[src/rtl/swz_pkg.sv]
package swz_pkg;

  typedef enum logic [2:0] {
    SWZ_NONE     = 3'd0,
    SWZ_B9       = 3'd1,
    SWZ_B9_10    = 3'd2,
    SWZ_B9_11    = 3'd3,
    SWZ_B9_10_11 = 3'd4,
    SWZ_B9_17    = 3'd5,
    SWZ_B9_10_17 = 3'd6,
    SWZ_UNKNOWN  = 3'd7
  } swz_mode_e;

  localparam logic [1:0] TILE_X = 2'b01;
  localparam logic [1:0] TILE_Y = 2'b10;

  localparam logic [1:0] CHAN_SINGLE = 2'd0;
  localparam logic [1:0] CHAN_ASYM   = 2'd1;
  localparam logic [1:0] CHAN_ILV    = 2'd2;
  localparam logic [1:0] CHAN_RSVD   = 2'd3;

  localparam int BIT_SWZ  = 6;
  localparam int NUM_TAPS = 4;
  // tap index -> address bit position
  localparam int TAP_POS [NUM_TAPS] = '{9, 10, 11, 17};

  typedef logic [NUM_TAPS-1:0] tap_sel_t;

  // which higher address bits each mode folds into bit 6
  function automatic tap_sel_t mode_taps(swz_mode_e m);
    tap_sel_t s;
    case (m)
      SWZ_B9:       s = 4'b0001;
      SWZ_B9_10:    s = 4'b0011;
      SWZ_B9_11:    s = 4'b0101;
      SWZ_B9_10_11: s = 4'b0111;
      SWZ_B9_17:    s = 4'b1001;
      SWZ_B9_10_17: s = 4'b1011;
      default:      s = 4'b0000;
    endcase
    return s;
  endfunction

endpackage

[src/rtl/swz_cfg_decode.sv]
module swz_cfg_decode
  import swz_pkg::*;
#(
  parameter int SIZE_W = 8
) (
  input  logic [8+2*SIZE_W-1:0] cfg_word,
  output swz_mode_e             dec_x,
  output swz_mode_e             dec_y,
  output logic                  dec_unknown
);

  localparam int F_XOFF  = 2;
  localparam int F_XHI   = 3;
  localparam int F_UNRES = 4;
  localparam int F_SZA   = 8;
  localparam int F_SZB   = 8 + SIZE_W;

  logic [1:0]        chan;
  logic [SIZE_W-1:0] size_a, size_b;
  logic              bad_read;

  assign chan     = cfg_word[1:0];
  assign size_a   = cfg_word[F_SZA +: SIZE_W];
  assign size_b   = cfg_word[F_SZB +: SIZE_W];
  assign bad_read = &cfg_word;

  always_comb begin
    dec_x       = SWZ_NONE;
    dec_y       = SWZ_NONE;
    dec_unknown = 1'b0;
    if (bad_read || cfg_word[F_UNRES] || chan == CHAN_RSVD) begin
      dec_x       = SWZ_UNKNOWN;
      dec_y       = SWZ_UNKNOWN;
      dec_unknown = 1'b1;
    end else if (chan == CHAN_ILV && size_a == size_b) begin
      if (cfg_word[F_XOFF]) begin
        dec_x = SWZ_B9_10;
        dec_y = SWZ_B9;
      end else if (!cfg_word[F_XHI]) begin
        dec_x = SWZ_B9_10_11;
        dec_y = SWZ_B9_11;
      end else begin
        dec_x = SWZ_B9_10_17;
        dec_y = SWZ_B9_17;
      end
    end
  end

  // Y tiling never folds bit 10
  always_comb begin
    assert_y_no_b10_R2: assert (!mode_taps(dec_y)[1]);
  end

endmodule

[src/rtl/swz_mode_reg.sv]
module swz_mode_reg
  import swz_pkg::*;
(
  input  logic      clk,
  input  logic      rst_n,
  input  logic      load,
  input  swz_mode_e dec_x,
  input  swz_mode_e dec_y,
  input  logic      dec_unknown,
  output swz_mode_e mode_x,
  output swz_mode_e mode_y,
  output logic      pin_pages
);

  always_ff @(posedge clk or negedge rst_n) begin
    if (!rst_n) begin
      mode_x    <= SWZ_NONE;
      mode_y    <= SWZ_NONE;
      pin_pages <= 1'b0;
    end else if (load) begin
      if (dec_unknown) begin
        mode_x    <= SWZ_NONE;
        mode_y    <= SWZ_NONE;
        pin_pages <= 1'b1;
      end else begin
        mode_x    <= dec_x;
        mode_y    <= dec_y;
        pin_pages <= 1'b0;
      end
    end
  end

  assert_never_unknown_R7: assert property (@(posedge clk) disable iff (!rst_n)
    mode_x != SWZ_UNKNOWN && mode_y != SWZ_UNKNOWN);

  assert_pin_means_none_R7: assert property (@(posedge clk) disable iff (!rst_n)
    pin_pages |-> (mode_x == SWZ_NONE && mode_y == SWZ_NONE));

  assert_hold_without_load_R8: assert property (@(posedge clk) disable iff (!rst_n)
    !load |=> ($stable(mode_x) && $stable(mode_y) && $stable(pin_pages)));

endmodule

[src/rtl/swz_xform.sv]
module swz_xform
  import swz_pkg::*;
#(
  parameter int ADDR_W = 32   // must cover bit 17
) (
  input  logic [ADDR_W-1:0] in_addr,
  input  logic [1:0]        in_tile,
  input  swz_mode_e         mode_x,
  input  swz_mode_e         mode_y,
  output logic [ADDR_W-1:0] out_addr
);

  localparam logic [ADDR_W-1:0] SWZ_MASK = ADDR_W'(1) << BIT_SWZ;

  swz_mode_e     act_mode;
  tap_sel_t      sel;
  logic [NUM_TAPS-1:0] tap_bit;
  logic          flip;

  always_comb begin
    case (in_tile)
      TILE_X:  act_mode = mode_x;
      TILE_Y:  act_mode = mode_y;
      default: act_mode = SWZ_NONE;
    endcase
  end

  assign sel = mode_taps(act_mode);

  for (genvar g = 0; g < NUM_TAPS; g++) begin : g_tap
    assign tap_bit[g] = sel[g] & in_addr[TAP_POS[g]];
  end

  assign flip     = ^tap_bit;
  assign out_addr = flip ? (in_addr ^ SWZ_MASK) : in_addr;

  always_comb begin
    if (in_tile != TILE_X && in_tile != TILE_Y)
      assert_untiled_bypass_R10: assert (out_addr == in_addr);
    if ((in_tile == TILE_X && mode_x == SWZ_NONE) ||
        (in_tile == TILE_Y && mode_y == SWZ_NONE))
      assert_none_mode_identity_R9: assert (out_addr == in_addr);
  end

endmodule

[src/rtl/bit6_swizzle_unit.sv]
module bit6_swizzle_unit
  import swz_pkg::*;
#(
  parameter int ADDR_W = 32,
  parameter int SIZE_W = 8
) (
  input  logic                  clk,
  input  logic                  rst_n,
  input  logic [8+2*SIZE_W-1:0] cfg_word,
  input  logic                  cfg_load,
  output logic [2:0]            mode_x,
  output logic [2:0]            mode_y,
  output logic                  pin_pages,
  input  logic                  in_valid,
  output logic                  in_ready,
  input  logic [ADDR_W-1:0]     in_addr,
  input  logic [1:0]            in_tile,
  output logic                  out_valid,
  input  logic                  out_ready,
  output logic [ADDR_W-1:0]     out_addr
);

  swz_mode_e dec_x, dec_y, reg_x, reg_y;
  logic      dec_unknown;

  swz_cfg_decode #(.SIZE_W(SIZE_W)) u_decode (
    .cfg_word    (cfg_word),
    .dec_x       (dec_x),
    .dec_y       (dec_y),
    .dec_unknown (dec_unknown)
  );

  swz_mode_reg u_mode (
    .clk         (clk),
    .rst_n       (rst_n),
    .load        (cfg_load),
    .dec_x       (dec_x),
    .dec_y       (dec_y),
    .dec_unknown (dec_unknown),
    .mode_x      (reg_x),
    .mode_y      (reg_y),
    .pin_pages   (pin_pages)
  );

  swz_xform #(.ADDR_W(ADDR_W)) u_xform (
    .in_addr  (in_addr),
    .in_tile  (in_tile),
    .mode_x   (reg_x),
    .mode_y   (reg_y),
    .out_addr (out_addr)
  );

  assign mode_x    = reg_x;
  assign mode_y    = reg_y;
  assign out_valid = in_valid;
  assign in_ready  = out_ready;

endmodule

[config.mk]
export PLATFORM = sky130hd
export DESIGN_NAME = bit6_swizzle_unit
export DESIGN_NICKNAME = d
export VERILOG_FILES = /design/src/rtl/swz_pkg.sv /design/src/rtl/swz_cfg_decode.sv /design/src/rtl/swz_mode_reg.sv /design/src/rtl/swz_xform.sv /design/src/rtl/bit6_swizzle_unit.sv
export SDC_FILE = /design/constraint.sdc
export NUM_CORES = 1
export LEC_CHECK = 0
export ABC_CLOCK_PERIOD_IN_PS = 2100
export CAP_MARGIN = 20
export CORE_UTILIZATION = 24
export DETAILED_ROUTE_END_ITERATION = 7
export PLACE_DENSITY = 0.8
export SLEW_MARGIN = 20
export SYNTH_ARGS = -nofsm -noshare
export SYNTH_HDL_FRONTEND = slang
export SYNTH_SLANG_ARGS = --single-unit
[constraint.sdc]
create_clock -name clk -period 2.1 [get_ports clk]
set_clock_uncertainty 0.1 [all_clocks]
set_input_delay 0.315 -clock clk [delete_from_list [all_inputs] [get_ports clk]]
set_output_delay 0.315 -clock clk [all_outputs]
set_load 0.01 [all_outputs]
==> results.py, run 1 <==
metrics = {
    "cts": {
        "cts-root-to-sink-buffers": 2,
        "cts_tree": "done",
        "ctsHtreeMaxLevel": 1,
        "cts.root.buffer_cell": "sky130_fd_sc_hd__clkbuf_4",
        "setup_buffers_after_cts": 0,
        "cts_buffers": 3,
        "cts_num_sinks": 6,
        "insertion_delay_ns": 0.24,
        "clk_pin_slew_worst_paths_ns": 0.04,
    },
    "floorplan": {
        "num_io_pins": 104,
        "dieHeight_um": 58.0,
        "initial_core_utilization_pct": 26.4,
        "placement_rows": 19,
        "die_width_um": 58.0,
        "floorplan.die_area_um2": 3370,
        "area_inside_the_core_boundary_um2": 2850,
    },
    "placed_design": {
        "place.port_buffers": 41,
        "place_hpwl_um": 1610,
        "gp_congestion": 0.848,
        "place_worst_setup_slack_ns": -1.12,
    },
    "power": {
        "p_int_w": 0.000265,
        "pwr-share-comb_pct": 35.9,
        "power.ir.vdd_worst_mv": 0.204,
        "power_density_nw_per_um2": 322,
        "clkPwrFrac_pct": 29.6,
        "cellLeakagePower_nw": 0.449,
        "seqPwrFrac_pct": 34.5,
        "power.net_switching_w": 0.0000810,
        "sw_frac_of_total_pct": 23.4,
    },
    "setup_path": {
        "worst_ep_required_time_ns": 1.68,
        "cell_family_with_the_largest_share_of_critical_path_delay": "simple AND/OR/NAND/NOR gates",
        "critPathMaxFanout": 3,
        "critical_path_cell_by_cell": "buf_2 > inv_2 > ha_4 > a22oi_2 > or4_1 > o211ai_2 > xnor3_1 > xnor2_2 > buf_2",
        "worst-path-buf-inv": 3,
        "worstSetupStartpointType": "input pin",
        "critical-path-top-cell-by-count": "sky130_fd_sc_hd__buf_2",
        "slowest_stage": "sky130_fd_sc_hd__or4_1",
        "timing.critical_path.slowest_cell_delay_ns": 0.52,
        "crit_type": "input pin to primary output",
        "end_kind": "primary output",
        "worst-endpoint-arrival_ns": 1.88,
    },
    "yosys": {
        "postSynthNetCount": 156,
        "post_synth_num_cell_types": 26,
        "synth.avg_cell_area_um2": 8.28,
        "synth_edf_count": 0,
        "synth_sequential_area_ratio_pct": 19.9,
        "synthCells": 91,
        "yosys_register_bits": 6,
        "yosys_most_used_dff": "sky130_fd_sc_hd__dfrtp_1",
        "synth_area_um2": 753,
        "async_s_r_ff_share_synth_pct": 100,
        "synth_warnings": 0,
    },
    "sta": {
        "finalCritPeriodShare_pct": 109,
        "slew_viol_final": 0,
        "hold-worst-slack_ns": 0.214,
        "setup_repair_after_global_routing_missed_its_margin": "yes",
        "timing_hold_violations_final": 0,
        "setup-violations-final": 1,
        "worst_slack_ns": -0.191,
        "max_freq_ghz": 0.437,
        "final_period_minus_worst_setup_slack_ns": 2.29,
        "totalNegativeSetupSlack_ns": -0.191,
    },
    "layout": {
        "layout-drive-gt1-share_pct": 24.3,
        "layout.core_utilization_pct": 37.6,
        "area_grow_syn2layout_pct": 42.5,
        "layout.cells.most_common_list": "sky130_fd_sc_hd__clkdlybuf4s50_1, sky130_fd_sc_hd__buf_4, sky130_fd_sc_hd__xor2_1, sky130_fd_sc_hd__inv_1, sky130_fd_sc_hd__dfrtp_1",
        "design.final.nets": 178,
        "layout.cells.most_common": "sky130_fd_sc_hd__clkdlybuf4s50_1",
        "fillers": 313,
        "antennaDiodeCount": 0,
    },
    "route": {
        "drt-total-wl_um": 1810,
        "routed_length_per_instance_um": 12.8,
        "via_count": 644,
        "route.detailed.vias_per_inst": 4.54,
        "first_pass_iters": 6,
        "drt_first_iter_violations": 13,
        "drcViolationCount": 7,
        "postRouteAntennaNets": 0,
    },
    "grt": {
        "grt_pass1_vias": 699,
        "grt.overflow.total": 0,
        "grt_first_pass_wirelength_um": 2820,
        "largest_net_degree_at_the_start_of_global_routing": 8,
        "number_of_antenna_violations_at_the_first_check_in_global_routing": 0,
        "grt_util_all_layers_pct": 11.4,
    },
    "run": {
        "number_of_max_cap_violations": 0,
    },
    "min_path": {
        "hold_path_class": "input pin to asynchronous set/reset pin",
    },
    "status": {
        "status": "finished, violations left",
        "violations": "DRC, setup timing",
    },
}
==> power by group through the flow <==
stage | Combinational (W) | Sequential, W | Clock (W)
after global routing | 0.000134 | 0.000119 | 0.000119
after global placement | 0.000120 | 0.000121 | 0
final | 0.000124 | 0.000119 | 0.000102
after floorplan | 0.0000957 | 0.000122 | 0
after detailed placement | 0.000125 | 0.000121 | 0
after CTS | 0.000126 | 0.000119 | 0.000108
==> final timing paths <==
path / cells past startpoint / slack (ns) / to / from
worst max-delay path: 9 / -0.19 / out_addr[6] / in_tile[1]
worst max register to register: 3 / 1.22 / u_mode.mode_y[2] / u_mode.mode_y[2]
worst min register to register: 2 / 0.46 / u_mode.pin_pages / u_mode.pin_pages
worst min-delay path: 1 / 0.21 / u_mode.mode_x[1] / rst_n
min in group clk: 2 / 0.46 / u_mode.pin_pages / u_mode.pin_pages
max in group asynchronous: 1 / 1.48 / u_mode.pin_pages / rst_n
==> state kept, by name, indices dropped and copies added, names as in the netlist <==
name,count
u_mode.mode_x,2
u_mode.pin_pages,1
u_mode.mode_y,3
==> cells in the mapped netlist (all sizes together) (2+ instances only) <==
master / n / area share (%)
a21oi: 4 / 2.7
a22oi: 2 / 2.7
buf: 34 / 34
dfrtp: 6 / 20
ha: 2 / 3.3
inv: 8 / 4.0
nand2: 2 / 1.0
nand3b: 2 / 2.0
nor2: 4 / 2.0
nor3: 2 / 1.3
o21ai: 2 / 1.3
o22ai: 3 / 2.5
xor2: 8 / 9.3
==> layer usage <==
layer	share of wire [%]	GRT usage, %	wire, µm	vias up
met3	15	5.13	281	6
met2	50	22.0	908	62
li1	-	-	-	305
met5	0	0	0	-
met4	2.3	7.48	42	0
met1	32	8.93	582	271
==> kinds of logic after synthesis <==
family                   share of synthesized area, %
buffers and inverters                            37.9
AND/OR/NAND/NOR                                  11.5
AO/OA/AOI/OAI                                    12.1
XOR/XNOR                                         13.5
flip-flops                                       19.9
adder cells (fa/ha/maj)                          3.32
other                                           0.498
multiplexers                                     1.33
==> what timing repair did <==
item | CTS | global route
hold buffers | 0 | 0
pin swaps | 5 | 1
gates resized for setup | 18 | 0
endpoints found under the setup margin | 1 | 1
==> layout make-up <==
| type | count | area [µm²] | area share [%] |
|---|---|---|---|
| Tap cell | 31 | 38.8 | 3.61 |
| Inverter | 8 | 30.0 | 2.80 |
| Timing Repair Buffer | 51 | 477 | 44.4 |
| Multi-Input combinational cell | 43 | 355 | 33.1 |
| Sequential cell | 6 | 150 | 14.0 |
| Clock buffer | 3 | 22.5 | 2.10 |
==> per-stage QoR <==
| step | instance area, µm² | total power [W] | cells |
|---|---|---|---|
| 2_1_floorplan | 773 | 0.000217 | 91 |
| 3_3_place_gp | 1040 | 0.000241 | 139 |
| 3_5_place_dp | 1040 | 0.000245 | 139 |
| 4_1_cts | 1070 | 0.000353 | 142 |
| 5_1_grt | 1070 | 0.000372 | 142 |
| 6_report | 1070 | 0.000346 | 142 |
No activity file was read; power rests on OpenSTA's default activity.
==> run 2: changes to the inputs <==
--- a/config.mk
+++ b/config.mk
@@ -7,6 +7,7 @@
 export LEC_CHECK = 0
 export ABC_CLOCK_PERIOD_IN_PS = 2100
 export CAP_MARGIN = 20
+export CORE_ASPECT_RATIO = 0.9
 export CORE_UTILIZATION = 24
 export DETAILED_ROUTE_END_ITERATION = 7
 export PLACE_DENSITY = 0.8
==> results.py, run 2 (synthesized netlist as in run 1, its figures left out) <==
metrics = {
    "setup_path": {
        "end_kind": "primary output",
        "worst-endpoint-arrival_ns": 1.87,
        "crit_type": "flip-flop to primary output",
        "worst_r2r_path_depth": 3,
        "worstSetupStartpointType": "flip-flop",
        "timing.rr.start": "u_mode.mode_x[1]",
        "critical_path_cell_by_cell": "a22oi_2 > or4_4 > o211ai_2 > xnor3_1 > xnor2_2 > buf_2",
        "worst_ep_required_time_ns": 1.68,
        "slowest_stage": "sky130_fd_sc_hd__or4_4",
        "setup.worst_path.start": "u_mode.mode_y[1]",
        "timing.critical_path.slowest_cell_delay_ns": 0.52,
        "critPathMaxFanout": 3,
    },
    "floorplan": {
        "die_width_um": 61.1,
        "floorplan.die_area_um2": 3370,
        "area_inside_the_core_boundary_um2": 2860,
        "num_io_pins": 104,
        "dieHeight_um": 55.1,
        "initial_core_utilization_pct": 26.3,
        "placement_rows": 18,
    },
    "layout": {
        "antennaDiodeCount": 0,
        "layout.cells.most_common_list": "sky130_fd_sc_hd__clkdlybuf4s50_1, sky130_fd_sc_hd__buf_4, sky130_fd_sc_hd__xor2_1, sky130_fd_sc_hd__inv_1, sky130_fd_sc_hd__dfrtp_1",
        "post-route-cell-area_um2": 1090,
        "most_flops_register": "u_mode.mode_y",
        "layout.cells.most_common": "sky130_fd_sc_hd__clkdlybuf4s50_1",
        "design.final.nets": 178,
        "layout-drive-gt1-share_pct": 25.2,
        "reg_top3": "u_mode.mode_y: 3 flops, u_mode.mode_x: 2 flops, u_mode.pin_pages: 1 flops",
        "largest_register_ff_count": 3,
        "area_grow_syn2layout_pct": 44.9,
    },
    "min_path": {
        "hold_path_class": "input pin to asynchronous set/reset pin",
    },
    "status": {
        "status": "finished, violations left",
        "violations": "setup timing",
    },
    "cts": {
        "clk_pin_slew_worst_paths_ns": 0.05,
        "cts_buffers": 3,
        "cts.root.buffer_cell": "sky130_fd_sc_hd__clkbuf_4",
        "ctsHtreeMaxLevel": 1,
        "setup_buffers_after_cts": 0,
        "cts-root-to-sink-buffers": 2,
        "cts_num_sinks": 6,
        "insertion_delay_ns": 0.24,
        "cts_tree": "done",
    },
    "placed_design": {
        "placed_cell_area_um2": 1050,
        "place.port_buffers": 41,
        "place_hpwl_um": 1470,
        "gp_congestion": 0.660,
    },
    "route": {
        "drcViolationCount": 0,
        "drt-total-wl_um": 1700,
        "route.detailed.vias_per_inst": 4.29,
        "postRouteAntennaNets": 0,
        "via_count": 648,
        "routed_length_per_instance_um": 11.3,
        "first_pass_iters": 4,
        "drt_first_iter_violations": 10,
    },
    "sta": {
        "worst_slack_ns": -0.182,
        "hold-worst-slack_ns": 0.209,
        "final_period_minus_worst_setup_slack_ns": 2.28,
        "max_freq_ghz": 0.438,
        "slew_viol_final": 0,
        "finalCritPeriodShare_pct": 109,
        "totalNegativeSetupSlack_ns": -0.182,
        "timing_hold_violations_final": 0,
        "setup_repair_after_global_routing_missed_its_margin": "yes",
        "setup-violations-final": 1,
    },
    "power": {
        "power_density_nw_per_um2": 319,
        "cellLeakagePower_nw": 0.451,
        "design_power_total_w": 0.000348,
        "power.ir.vdd_worst_mv": 0.166,
    },
    "grt": {
        "grt_util_all_layers_pct": 10.2,
        "grt_pass1_vias": 629,
        "number_of_antenna_violations_at_the_first_check_in_global_routing": 0,
        "largest_net_degree_at_the_start_of_global_routing": 8,
        "grt.overflow.total": 0,
        "grt_first_pass_wirelength_um": 2410,
    },
    "run": {
        "number_of_max_cap_violations": 0,
    },
}
-- run 2: cell counts in the layout (fill, tap and decap cells not counted) --
No cell type changed its count.
-- run 2: worst max-delay path, delay by kind of cell (launching register included) --
kind / cells / cell delay [ns]
XOR/XNOR: 2 / 0.41
AND/OR/NAND/NOR: 1 / 0.52
flip-flops: 1 / 0.37
AO/OA/AOI/OAI: 2 / 0.19
buffers and inverters: 1 / 0.15
-- run 2: per-layer routing --
metal | track usage (%) | up-vias | share of wire (%)
met5 | 0 | - | 0
met4 | 8.71 | 0 | 2.2
met3 | 3.72 | 12 | 14
met2 | 19.4 | 50 | 48
met1 | 8.42 | 281 | 35
li1 | - | 305 | -
-- run 2: power by group --
part           internal, W  switching (W)
clock            0.0000648      0.0000433
combinational    0.0000811      0.0000403
sequential        0.000118     0.00000106
-- run 2: path summary, 6_finish.rpt --
kind	end	slack, ns
max in group asynchronous	u_mode.mode_y[1]	1.47
hold / removal	u_mode.pin_pages	0.21
setup reg to reg	u_mode.mode_x[1]	1.22
hold reg to reg	u_mode.pin_pages	0.43
setup / recovery	out_addr[6]	-0.18
min in group clk	u_mode.pin_pages	0.43
-- run 2: cell type report --
type | count | area [µm²]
Fill cell | 305 | 1770
Multi-Input combinational cell | 43 | 359
Tap cell | 40 | 50.0
Timing Repair Buffer | 51 | 479
Inverter | 8 | 30.0
Sequential cell | 6 | 150
Clock buffer | 3 | 22.5
-- run 2: stage by stage --
stage | setup slack, ns | cells | utilization (%)
after global placement | -1.03 | 148 | 36.8
after global routing | -0.314 | 151 | 38.1
after detailed placement | -1.05 | 148 | 36.8
final | -0.182 | 151 | 38.1
after floorplan | 0.00440 | 91 | -
after CTS | -0.206 | 151 | 37.9
-- run 2: timing repair --
item | 4_1_cts | 5_1_grt
gates cloned | 0 | 0
gates resized for setup | 18 | 2
endpoints found under the setup margin | 1 | 1
hold buffers | 0 | 0
pin swaps | 5 | 0
